<file path="config.mk">
export PLATFORM = sky130hd
export DESIGN_NAME = vrr_codec
export DESIGN_NICKNAME = d
export VERILOG_FILES = /design/src/rtl/vrr_pkg.sv /design/src/rtl/vrr_align_chk.sv /design/src/rtl/vrr_enc.sv /design/src/rtl/vrr_dec.sv /design/src/rtl/vrr_codec.sv
export SDC_FILE = /design/constraint.sdc
export NUM_CORES = 1
export LEC_CHECK = 0
export BUFFER_PORTS_ARGS = -buffer_cell sky130_fd_sc_hd__buf_2
export CORE_MARGIN = 4
export CORE_UTILIZATION = 25
export CTS_CLUSTER_SIZE = 16
export DETAILED_ROUTE_END_ITERATION = 7
export PLACE_DENSITY_LB_ADDON = 0.1
export SLEW_MARGIN = 15
export SYNTH_ARGS = -nofsm -noshare
export SYNTH_HDL_FRONTEND = slang
export SYNTH_HIERARCHICAL = 1
export SYNTH_SLANG_ARGS = --single-unit
export TNS_END_PERCENT = 30
</file>
<file path="constraint.sdc">
create_clock -name clk_i -period 2.79 [get_ports clk_i]
set_input_delay 0.558 -clock clk_i [delete_from_list [all_inputs] [get_ports clk_i]]
set_output_delay 0.558 -clock clk_i [all_outputs]
set_load 0.02 [all_outputs]
</file>
<file path="src/rtl/vrr_pkg.sv">
package vrr_pkg;
  typedef enum logic {OP_ENC = 1'b0, OP_DEC = 1'b1} op_e;
  typedef enum logic {CHK_IDLE = 1'b0, CHK_RUN = 1'b1} chk_st_e;
endpackage

</file>
<file path="src/rtl/vrr_align_chk.sv">
module vrr_align_chk
  import vrr_pkg::*;
#(
  parameter int PN_W = 24
) (
  input  logic            clk_i,
  input  logic            rst_ni,
  input  logic            start_i,
  input  logic [PN_W-1:0] base_i,
  input  logic [PN_W-1:0] size_i,
  output logic            busy_o,
  output logic            fin_o,
  output logic            ok_o
);
  localparam int CW    = PN_W + 1;
  localparam int CNT_W = $clog2(CW + 2);

  chk_st_e         st_q;
  logic [CW-1:0]   lo_q, hi_q;
  logic            step;
  logic [CNT_W-1:0] iter_q;

  assign busy_o = (st_q == CHK_RUN);
  assign step   = busy_o && !lo_q[0] && hi_q[0];
  assign fin_o  = busy_o && !step;
  assign ok_o   = (lo_q == hi_q);

  always_ff @(posedge clk_i or negedge rst_ni) begin
    if (!rst_ni) begin
      st_q <= CHK_IDLE;
      lo_q <= '0;
      hi_q <= '0;
    end else if (st_q == CHK_IDLE) begin
      if (start_i) begin
        lo_q <= {1'b0, base_i};
        hi_q <= {1'b0, base_i} + {1'b0, size_i} - CW'(1);
        st_q <= CHK_RUN;
      end
    end else if (step) begin
      lo_q <= lo_q >> 1;
      hi_q <= hi_q >> 1;
    end else begin
      st_q <= CHK_IDLE;
    end
  end

  // iteration counter, only for the bound check
  always_ff @(posedge clk_i or negedge rst_ni) begin
    if (!rst_ni)                     iter_q <= '0;
    else if (start_i && !busy_o)     iter_q <= '0;
    else if (step)                   iter_q <= iter_q + CNT_W'(1);
  end

  p_iter_bound_r4: assert property (@(posedge clk_i) disable iff (!rst_ni)
    busy_o |-> (iter_q <= CNT_W'(CW)));

  p_fin_leaves_run_r4: assert property (@(posedge clk_i) disable iff (!rst_ni)
    fin_o |=> !busy_o);
endmodule

</file>
<file path="src/rtl/vrr_enc.sv">
module vrr_enc #(
  parameter int PN_W   = 24,
  parameter int PG_SH  = 12,
  parameter int WORD_W = 64,
  parameter int TYPE_W = 8
) (
  input  logic [PN_W-1:0]   base_i,
  input  logic [PN_W-1:0]   size_i,
  input  logic [TYPE_W-1:0] type_i,
  output logic [WORD_W-1:0] base_word_o,
  output logic [WORD_W-1:0] mask_word_o
);
  localparam int HI_W = WORD_W - PN_W - PG_SH;

  logic [PN_W-1:0] neg_size;
  assign neg_size = '0 - size_i;

  assign base_word_o = {{HI_W{1'b0}}, base_i, {(PG_SH-TYPE_W){1'b0}}, type_i};
  // zero size clears the whole mask, valid bit included
  assign mask_word_o = (size_i == '0) ? '0 :
                       {{HI_W{1'b0}}, neg_size, 1'b1, {(PG_SH-1){1'b0}}};
endmodule

</file>
<file path="src/rtl/vrr_dec.sv">
module vrr_dec #(
  parameter int PN_W   = 24,
  parameter int PG_SH  = 12,
  parameter int WORD_W = 64,
  parameter int TYPE_W = 8
) (
  input  logic [WORD_W-1:0] base_word_i,
  input  logic [WORD_W-1:0] mask_word_i,
  output logic [PN_W-1:0]   base_o,
  output logic [PN_W-1:0]   size_o,
  output logic [TYPE_W-1:0] type_o
);
  logic            vld;
  logic [PN_W-1:0] mask_pn;

  assign vld     = mask_word_i[PG_SH-1];
  assign mask_pn = mask_word_i[PG_SH+PN_W-1:PG_SH];

  assign base_o = vld ? base_word_i[PG_SH+PN_W-1:PG_SH] : '0;
  assign size_o = vld ? ('0 - mask_pn) : '0;
  assign type_o = vld ? base_word_i[TYPE_W-1:0] : '0;
endmodule

</file>
<file path="src/rtl/vrr_codec.sv">
module vrr_codec
  import vrr_pkg::*;
#(
  parameter int PA_W   = 36,
  parameter int PG_SH  = 12,
  parameter int WORD_W = 64,
  parameter int TYPE_W = 8,
  localparam int PN_W  = PA_W - PG_SH
) (
  input  logic              clk_i,
  input  logic              rst_ni,
  input  logic              req_i,
  input  logic              mode_i,
  input  logic [PN_W-1:0]   base_pn_i,
  input  logic [PN_W-1:0]   size_pn_i,
  input  logic [TYPE_W-1:0] type_i,
  input  logic [WORD_W-1:0] base_word_i,
  input  logic [WORD_W-1:0] mask_word_i,
  output logic              busy_o,
  output logic              done_o,
  output logic              err_o,
  output logic [WORD_W-1:0] base_word_o,
  output logic [WORD_W-1:0] mask_word_o,
  output logic [PN_W-1:0]   base_pn_o,
  output logic [PN_W-1:0]   size_pn_o,
  output logic [TYPE_W-1:0] type_o
);
  logic              accept, start, chk_busy, chk_fin, chk_ok;
  logic [PN_W-1:0]   base_q, size_q;
  logic [TYPE_W-1:0] type_q;
  logic [WORD_W-1:0] enc_base, enc_mask;
  logic [PN_W-1:0]   dec_base, dec_size;
  logic [TYPE_W-1:0] dec_type;

  assign accept = req_i && !chk_busy;
  assign start  = accept && (op_e'(mode_i) == OP_ENC) && (size_pn_i != '0);
  assign busy_o = chk_busy;

  vrr_align_chk #(.PN_W(PN_W)) u_chk (
    .clk_i  (clk_i),
    .rst_ni (rst_ni),
    .start_i(start),
    .base_i (base_pn_i),
    .size_i (size_pn_i),
    .busy_o (chk_busy),
    .fin_o  (chk_fin),
    .ok_o   (chk_ok)
  );

  vrr_enc #(.PN_W(PN_W), .PG_SH(PG_SH), .WORD_W(WORD_W), .TYPE_W(TYPE_W)) u_enc (
    .base_i     (base_q),
    .size_i     (size_q),
    .type_i     (type_q),
    .base_word_o(enc_base),
    .mask_word_o(enc_mask)
  );

  vrr_dec #(.PN_W(PN_W), .PG_SH(PG_SH), .WORD_W(WORD_W), .TYPE_W(TYPE_W)) u_dec (
    .base_word_i(base_word_i),
    .mask_word_i(mask_word_i),
    .base_o     (dec_base),
    .size_o     (dec_size),
    .type_o     (dec_type)
  );

  always_ff @(posedge clk_i or negedge rst_ni) begin
    if (!rst_ni) begin
      base_q      <= '0;
      size_q      <= '0;
      type_q      <= '0;
      done_o      <= 1'b0;
      err_o       <= 1'b0;
      base_word_o <= '0;
      mask_word_o <= '0;
      base_pn_o   <= '0;
      size_pn_o   <= '0;
      type_o      <= '0;
    end else begin
      done_o <= 1'b0;
      err_o  <= 1'b0;
      if (accept) begin
        if (op_e'(mode_i) == OP_DEC) begin
          done_o      <= 1'b1;
          base_word_o <= '0;
          mask_word_o <= '0;
          base_pn_o   <= dec_base;
          size_pn_o   <= dec_size;
          type_o      <= dec_type;
        end else if (size_pn_i == '0) begin
          done_o      <= 1'b1;
          base_word_o <= '0;
          mask_word_o <= '0;
          base_pn_o   <= '0;
          size_pn_o   <= '0;
          type_o      <= '0;
        end else begin
          base_q <= base_pn_i;
          size_q <= size_pn_i;
          type_q <= type_i;
        end
      end else if (chk_fin) begin
        done_o      <= 1'b1;
        err_o       <= !chk_ok;
        base_word_o <= chk_ok ? enc_base : '0;
        mask_word_o <= chk_ok ? enc_mask : '0;
        base_pn_o   <= '0;
        size_pn_o   <= '0;
        type_o      <= '0;
      end
    end
  end

  p_err_with_done_r3: assert property (@(posedge clk_i) disable iff (!rst_ni)
    err_o |-> done_o);

  p_err_clears_words_r3: assert property (@(posedge clk_i) disable iff (!rst_ni)
    err_o |-> (base_word_o == '0 && mask_word_o == '0));

  p_enc_valid_bit_r1: assert property (@(posedge clk_i) disable iff (!rst_ni)
    (done_o && mask_word_o != '0) |-> mask_word_o[PG_SH-1]);

  p_busy_no_done_r9: assert property (@(posedge clk_i) disable iff (!rst_ni)
    busy_o |-> !done_o);

  p_busy_needs_req_r9: assert property (@(posedge clk_i) disable iff (!rst_ni)
    $rose(busy_o) |-> $past(req_i));
endmodule

</file>
==> metrics list, run 1 <==
- Detailed-route via count: 12,335
- Unrepaired setup endpoints after global routing: false
- Routability-driven placement finished with a final weighted congestion of 0.804.
* DR vias/cell: 4.48
- Run status: finished clean
- Depth of the worst register-to-register path: 8
* Endpoint arrival time on the critical path: 3080 ps
- Routed wire length: 51,900 um
- The most used flip-flop cell after synthesis is dfrtp_1.
- Capturing element type of the critical path: flop
* Min cycle time layout: 2660 ps
* Portion of netlist area occupied by mux cells: 5.17%
- In the routed design, unresolved DRC markers number 0.
- Sequential elements use 46.1% of the synthesized area.
- On the critical path, the stage with the largest delay is an instance of a221o_1.
* Class of the tightest hold or removal check: in2async
- The number of buffers and inverters on the critical path is 3.
* Fraction of final layout cells with drive strength greater than 1: 29.0%
* Area share of xor/xnor cells in the synthesized design: 3.70%
- From left edge to right edge, the die measures 260 um.
- In this run the count of I/O pins placed on the die edge is 375.
- After Yosys synthesis, full adders, half adders and majority gates account for approximately 4% of the synthesized area.
- For the final routed database, the setup TNS stands at 0 ps.
- After synthesis the netlist holds a flip-flop and latch count of 292.
- By area, the combinational part of the netlist is dominated by compound AO/OA/AOI/OAI gates.
- Floorplan die area: 0.0675 mm^2
- Power per unit of standard cell area: 787 mW/mm^2
- The core region is 0.0630 mm^2.
- The hold violation total from the final report was 0.
* Final standard cell area without fillers: 0.0198 mm^2
* Count of buffers inserted at the top-level ports: 303
- Utilization of the core after routing: 31.4%
- Area added between synthesis and finish: 24.5%
- Floorplan row count: 92
- Slew at the pin with the worst max-slew slack: 729 ps
* Layout Skew: 15.2 ps
- The largest total area in the synthesized netlist belongs to dfrtp_1.
- Share of the synthesized area in compound gates (AO/OA/AOI/OAI): 19.0%
* Pin count of the biggest net entering global routing: 72
- The cell family contributing the most delay on the critical path is compound AO/OA/AOI/OAI gates.
- Reg-to-reg slack, setup: 230 ps
- The count of nets left with antenna violations once routing finished came out at 0.
- Total number of H-tree levels: 2
- Instance area after placement: ~0.019 mm^2
- The number of global-route vias before repair was 12,563.
- CTS placed an instance of clkbuf_16 at the clock tree root.
* Leakage: 9.51 nW
* Largest driver fanout on the critical path: 3
- Counting flops with a built-in enable in the synthesized netlist gives 0.
- GRT Overall Usage: 15.0%
* Worst slew slack as a fraction of its limit: a little over 50%
- Total CTS buffers: 38
- Required time reported for the critical path endpoint: 3210 ps
* Synthesized instance count: 1,552
- Total standard cell area after synthesis: between 0.015 and 0.02 mm^2
- In this run the deepest clock path goes through 3 buffers.
- Startpoint kind of the worst setup timing path: input pin
* Antenna violations before repair: 5
- Number of different library cells in the post-synthesis netlist: 70
* Clk slew on worst S/H paths: 60 ps
* Total gr overflow: 0
- The endpoint identified for the worst register-to-register timing path is u_chk/hi_q[23].
- Endpoints failing setup: 0
* Number of DRC violations after detailed-routing iteration 0: 710
- Walking the worst path, the cells encountered are buf_2 -> inv_1 -> ha_1 -> inv_1 -> ha_1 -> a211o_1 -> a21oi_2 -> o21ai_1 -> a221o_1 -> a31oi_1 -> xor2_1 -> a21oi_1.
* CP max stage delay: 420 ps
- Measured along the y axis, the die boundary spans 260 um.
* Final routed wire length divided by cell count: 18.9 um
- Average size of a mapped cell: a little over 10 um^2
- The wire-length estimate of the detail-placed layout is 37,800 um.
- TritonCTS built the clock tree.
* Number of maximum-capacitance violations: 0
- The total count of max-transition violations in the final report was 0.
- For this run, the number of Yosys warnings is 6.
- At the later pin of the worst-skew pair, clock insertion delay measures roughly 540 ps.
- Most frequently used cell type in the post-synthesis netlist: dfrtp_1
- First-pass GRT wire length: just under 80,000 um
- Synth top area share: a little under half
* Router iterations before antenna repair: 5
- Across the VDD grid, the largest voltage drop is 0.367 mV.
- Number of nets in the final layout: 2,117
* Most area-consuming cells after synthesis: dfrtp_1 46%, a32o_1 8.1%, buf_4 5.1%, inv_1 3.9%, ha_1 3.9%
- The startpoint identified for the worst register-to-register timing path is u_chk/busy_o.
* CP Class: in2reg
- In the finished design, the share of the clock period the worst path needs comes to 95.3%.
* Share of synthesized cell area in and, or, nand and nor gates: under 10%
- Initial core utilization: between 20% and 30%
- Clock sink count: 292
- For this run, the top clock speed supported by timing is roughly 380 MHz.
- The commonest cells after synthesis are 292 x dfrtp_1, 164 x inv_1, 128 x a32o_1, 107 x buf_4, 107 x o21ai_0.
* Post-synth ARST share: 100%
-- layout by cell type, fill, tap and decap left out, types with 4 or more instances in the layout --
master | synthesis | final
mux2_2 | 46 | 46
clkinv_2 | 0 | 7
a22o_1 | 8 | 8
o211ai_1 | 6 | 6
nand4_1 | 12 | 12
nand3b_1 | 11 | 11
nand3_1 | 14 | 14
buf_2 | 21 | 302
clkbuf_8 | 0 | 7
nand2_1 | 54 | 54
xor2_1 | 26 | 26
a21boi_0 | 4 | 4
buf_12 | 0 | 14
a21oi_1 | 46 | 45
o21a_1 | 8 | 8
nand2b_1 | 8 | 8
and2_1 | 46 | 45
nor2_1 | 49 | 48
conb_1 | 1 | 71
o22ai_1 | 4 | 4
and3_1 | 13 | 12
nor4_1 | 21 | 21
or4_1 | 4 | 4
dfrtp_1 | 292 | 291
a32o_1 | 128 | 128
o31ai_1 | 4 | 4
nor2b_1 | 11 | 11
buf_4 | 107 | 107
a22oi_1 | 57 | 57
nor3_1 | 22 | 22
inv_1 | 164 | 164
o21ai_0 | 107 | 107
or3_1 | 7 | 6
a31oi_1 | 6 | 6
mux2i_1 | 28 | 28
clkbuf_1 | 58 | 7
xnor2_1 | 41 | 41
clkbuf_16 | 0 | 41
ha_1 | 49 | 49
-- layer usage --
metal / GRT usage, % / wire (um)
met1: 21.6 / 25400
met2: 22.4 / 22300
met3: 3.03 / 2680
met5: 0 / 42
met4: 4.72 / 1530
-- final cells by class --
type	instances	area, um^2
fillers	6638	43200
clock buffers	55	1150
inverters	166	623
multi-input cells	957	6920
flip-flops and latches	292	7310
repair buffers	424	2610
clock inverters	10	80.1
well taps	846	1060
diodes	2	5.00
-- timing repair --
item,CTS,global route
setup buffers,0,0
endpoints found under the setup margin,0,2
resized for setup,0,1
hold buffers,0,0
-- per-stage QoR --
stage          hold WS, ps  instances  power (W)  setup WS [ps]
2_1_floorplan          262       1622    0.00912           27.4
3_3_place_gp           473       2685     0.0108           -388
3_5_place_dp           479       2685     0.0108           -409
4_1_cts               15.8       2750     0.0159            149
5_1_grt               46.8       2751     0.0166           7.95
6_report              19.9       2752     0.0155            131
-- where the power goes --
| group | internal [W] | total [W] | leakage [nW] | switching, W |
|---|---|---|---|---|
| clock network | 0.00294 | 0.00486 | 0.606 | 0.00193 |
| logic | 0.00194 | 0.00471 | 5.09 | 0.00278 |
| registers | 0.00514 | 0.00596 | 3.82 | 0.000825 |
| total | 0.0100 | 0.0155 | 9.51 | 0.00553 |
-- worst max path at each step --
stage / startpoint / to / cells after the start
2_1_floorplan: base_pn_i[2] / u_chk/hi_q[24] / 11
3_3_place_gp: size_pn_i[1] / u_chk/hi_q[23] / 15
3_5_place_dp: size_pn_i[1] / u_chk/hi_q[23] / 15
4_1_cts: u_chk/busy_o / busy_o / 3
5_1_grt: base_pn_i[2] / u_chk/hi_q[20] / 12
6_report: base_pn_i[2] / u_chk/hi_q[18] / 12
-- sequential cells by signal, indices dropped and copies added, names as in the netlist, 8 cells and up --
| register | count |
|---|---|
| base_pn_o | 24 |
| base_q | 24 |
| u_chk/hi_q | 25 |
| size_pn_o | 24 |
| u_chk/lo_q | 24 |
| mask_word_o | 64 |
| type_o | 8 |
| base_word_o | 64 |
| size_q | 24 |
| type_q | 8 |
-- cell families (layout without fill, tap and decap cells) --
family / after synthesis / after routing
mux: 76 / 76
simple gates: 286 / 286
flops: 292 / 292
fa+ha+maj: 50 / 50
buf+inv: 373 / 655
other cells: 1 / 73
xor+xnor: 67 / 67
compound gates: 407 / 407
(Power assumes the default switching activity.)
==> run 2: changes to the inputs <==
==> constraint.sdc (replaced) <==
create_clock -name clk_i -period 2.79 [get_ports clk_i]
set_input_delay 0.279 -clock clk_i [delete_from_list [all_inputs] [get_ports clk_i]]
set_output_delay 0.279 -clock clk_i [all_outputs]
set_load 0.02 [all_outputs]
==> metrics list, run 2 (synthesis gave the netlist of run 1 again) <==
- The flow ran to the end, and the final reports show no timing, DRC or antenna violations.
- The final layout net count is 2,100 (-0.80%).
- The reg-to-reg setup timing slack came to 270 ps (+40 ps).
- The normalized max-slew margin is 46.4% (-5.0 points).
- The critical-path maximum fanout is 6 (+3).
* Capturing element type of the critical path: flop
- Most common library cell in the layout ignoring fill and taps: buf_2
* Initial core utilization: 25.2% (unchanged)
- The detailed placer's ending HPWL came to 37,500 um (-0.80%).
- The count of TritonRoute iterations in the first routing pass is 5 (unchanged).
- Final-report hold violation count: 0 (unchanged)
- Post-layout instance count excluding filler cells: 2,736 (-0.58%)
- Final routed wire length divided by cell count: 18.8 um (-0.15%)
- The arrival time of data at the critical path endpoint is 3100 ps (+20 ps).
- The number of buffers created by CTS is 39 (+2.6%).
* Leading cell types in the layout, fill and taps excluded: 301 x buf_2, 291 x dfrtp_1, 164 x inv_1, 128 x a32o_1, 107 x o21ai_0
* Reg-to-Reg Start: u_chk/lo_q[3]
- In the final layout, the registers with the most flip-flops are base_word_o: 64 flops, mask_word_o: 64 flops, u_chk/hi_q: 25 flops.
- The initial antenna violation count was 5 (unchanged).
- Area added between synthesis and finish: 24.1%
- Setup Total Neg Slack: 0 ps (unchanged)
- Fraction of final layout cells with drive strength greater than 1: 27.4% (-1.6 points)
- The fill cell instance count of the final layout was 6,621 (-0.26%).
- Number of maximum-capacitance violations: 0 (unchanged)
* Worst-path cell chain: dlygate4sd3_1 -> buf_2 -> inv_1 -> ha_1 -> inv_1 -> ha_1 -> o2111ai_1 -> a31oi_1 -> buf_4 -> nor2_2 -> nor3_1 -> or4_1 -> and3_1
* Worst hold slack after final layout: 34.6 ps (+14.7 ps)
* Total gr overflow: 0 (unchanged)
- Worst hold endpoint: size_q[22]
- Class of the tightest hold or removal check: in2reg
- Min cycle time layout: 2670 ps (+7.46 ps)
* Insertion delay of the later-clocked pin in the worst-skew pair: 540 ps (about the same)
- Routed wire length: 51,600 um (-0.73%)
- Count of buffers inserted at the top-level ports: 303 (unchanged)
* Number of DRC violations after detailed-routing iteration 0: 813 (+15%)
* Power per unit of standard cell area: 790 mW/mm^2 (+0.48%)
* Layout Skew: 13.1 ps (-2.09 ps)
- Worst voltage drop across the vdd grid: 0.372 mV (+1.4%)
* Core Box Area: 0.0630 mm^2 (unchanged)
* TritonCTS clock tree: done
- The required time of the critical path was 3220 ps (about the same).
- The vias per cell is 4.49 (about the same).
- The worst setup path is of the in2reg kind.
- The largest net degree at the start of global routing was 94 (+31%).
* GPL Wtd Cong: 0.773 (-3.8%)
* Slew at the pin with the worst max-slew slack: 804 ps (+75.6 ps)
- Endpoints failing setup: 0 (unchanged)
- Slowest cell on the critical path: dlygate4sd3_1
* Detailed-route via count: 12,274 (-0.49%)
- Floorplan die area: 0.0675 mm^2 (unchanged)
- First-pass GRT wire length: 79,100 um (-0.35%)
* Leakage: 9.43 nW (-0.87%)
- Number of placed I/O pins: 375 (unchanged)
- The chip height was 260 um (unchanged).
* Final count of pins violating max slew: 0 (unchanged)
- CP max stage delay: 590 ps (+170 ps)
- The depth of the CTS H-tree is 2 (unchanged).
- Unrepaired setup endpoints after global routing: false
- The worst hold path begins at size_pn_i[22].
- The worst hold path passes through 2 cells.
- Clock sink count: 292 (unchanged)
- The number of instances in the placed design was 2,648 (-1.4%).
- The placement-stage cell area is 0.0182 mm^2 (-1.6%).
* Final standard cell area without fillers: 0.0197 mm^2 (-0.30%)
- CTS Buffer Depth: 3 (unchanged)
- GRT Overall Usage: 14.9% (-0.052 points)
* Root buffer selected by CTS: clkbuf_16
- In this run the critical register-to-register path is captured at mask_word_o[26].
- Clk slew on worst S/H paths: 60 ps (about the same)
- Depth of the worst register-to-register path: 9 (+1)
- The post-route antenna net violation count was 0 (unchanged).
- The die span in x came to 260 um (unchanged).
- Startpoint kind of the worst setup timing path: input pin
- Floorplan row count: 92 (unchanged)
- The portion of the clock cycle consumed by the worst path in the final layout was 95.6% (+0.27 points).
- The DRC violation count after routing was 0 (unchanged).
- Via count of the first global-routing pass: 12,501 (-0.49%)
* Upper clock frequency limit: 375 MHz (-0.28%)
-- run 2: cell types whose count changed in the layout (fill, tap and decap cells not counted), moves of 2 or more --
cell,change
dlygate4sd3_1,+17
buf_6,+2
bufinv_16,+2
buf_4,-35
buf_12,-2
clkbuf_1,+2
-- run 2: power breakdown --
part           leakage, nW  internal, W  switching (W)
registers             3.82      0.00514       0.000824
logic                 4.99      0.00185        0.00275
clock network        0.625      0.00310        0.00190
-- run 2: how the worst max path moves through the flow --
stage                        startpoint  slack (ps)  cells after the start               to
final                      size_pn_i[6]         120                     13   u_chk/hi_q[23]
after global placement     size_pn_i[1]        -130                     15   u_chk/hi_q[23]
after floorplan            u_chk/busy_o         240                     12   u_chk/hi_q[22]
after CTS                 u_chk/lo_q[3]          80                      9  mask_word_o[26]
after detailed placement   size_pn_i[1]        -160                     15   u_chk/hi_q[23]
after global routing       size_pn_i[6]           3                     13   u_chk/hi_q[23]
-- run 2: layout make-up --
cell class	instances	area, um^2	area share (%)
clock buffer	56	1140	5.80
inverter	166	623	3.16
clock inverter	10	128	0.648
timing repair buffer	406	2510	12.7
sequential	292	7310	37.1
tap	846	1060	5.38
multi-input combinational	957	6920	35.1
antenna	3	7.51	0.0381
-- run 2: stage by stage --
step	util [%]	total power [W]	setup slack, ps
5_1_grt	31.3	0.0166	2.84
3_5_place_dp	28.9	0.0106	-163
4_1_cts	31.2	0.0159	75.0
2_1_floorplan	-	0.00912	236
6_report	31.3	0.0156	123
3_3_place_gp	28.9	0.0106	-129
-- run 2: repair_timing --
action	in CTS	in global routing
endpoints found under the setup margin	0	2
hold buffers	18	0
endpoints found under the hold margin	94	0
buffers inserted	0	1
gates resized for setup	0	5
-- run 2: critical path, delay by kind of cell --
kind	cells	cell delay [ps]
buffers and inverters	5	1010
and+or+nand+nor	4	810
adders and majority gates	2	640
AOI/OAI and AO/OA	2	350
-- run 2: layer usage --
layer | routed length (um) | GRT usage [%] | share of wire (%) | vias to the layer above
li1 | - | - | - | 5990
met1 | 25600 | 22.1 | 50 | 5942
met2 | 22100 | 21.8 | 43 | 266
met3 | 2470 | 3.10 | 4.8 | 72
met4 | 1340 | 4.41 | 2.6 | 4
met5 | 24 | 0 | 0.047 | -
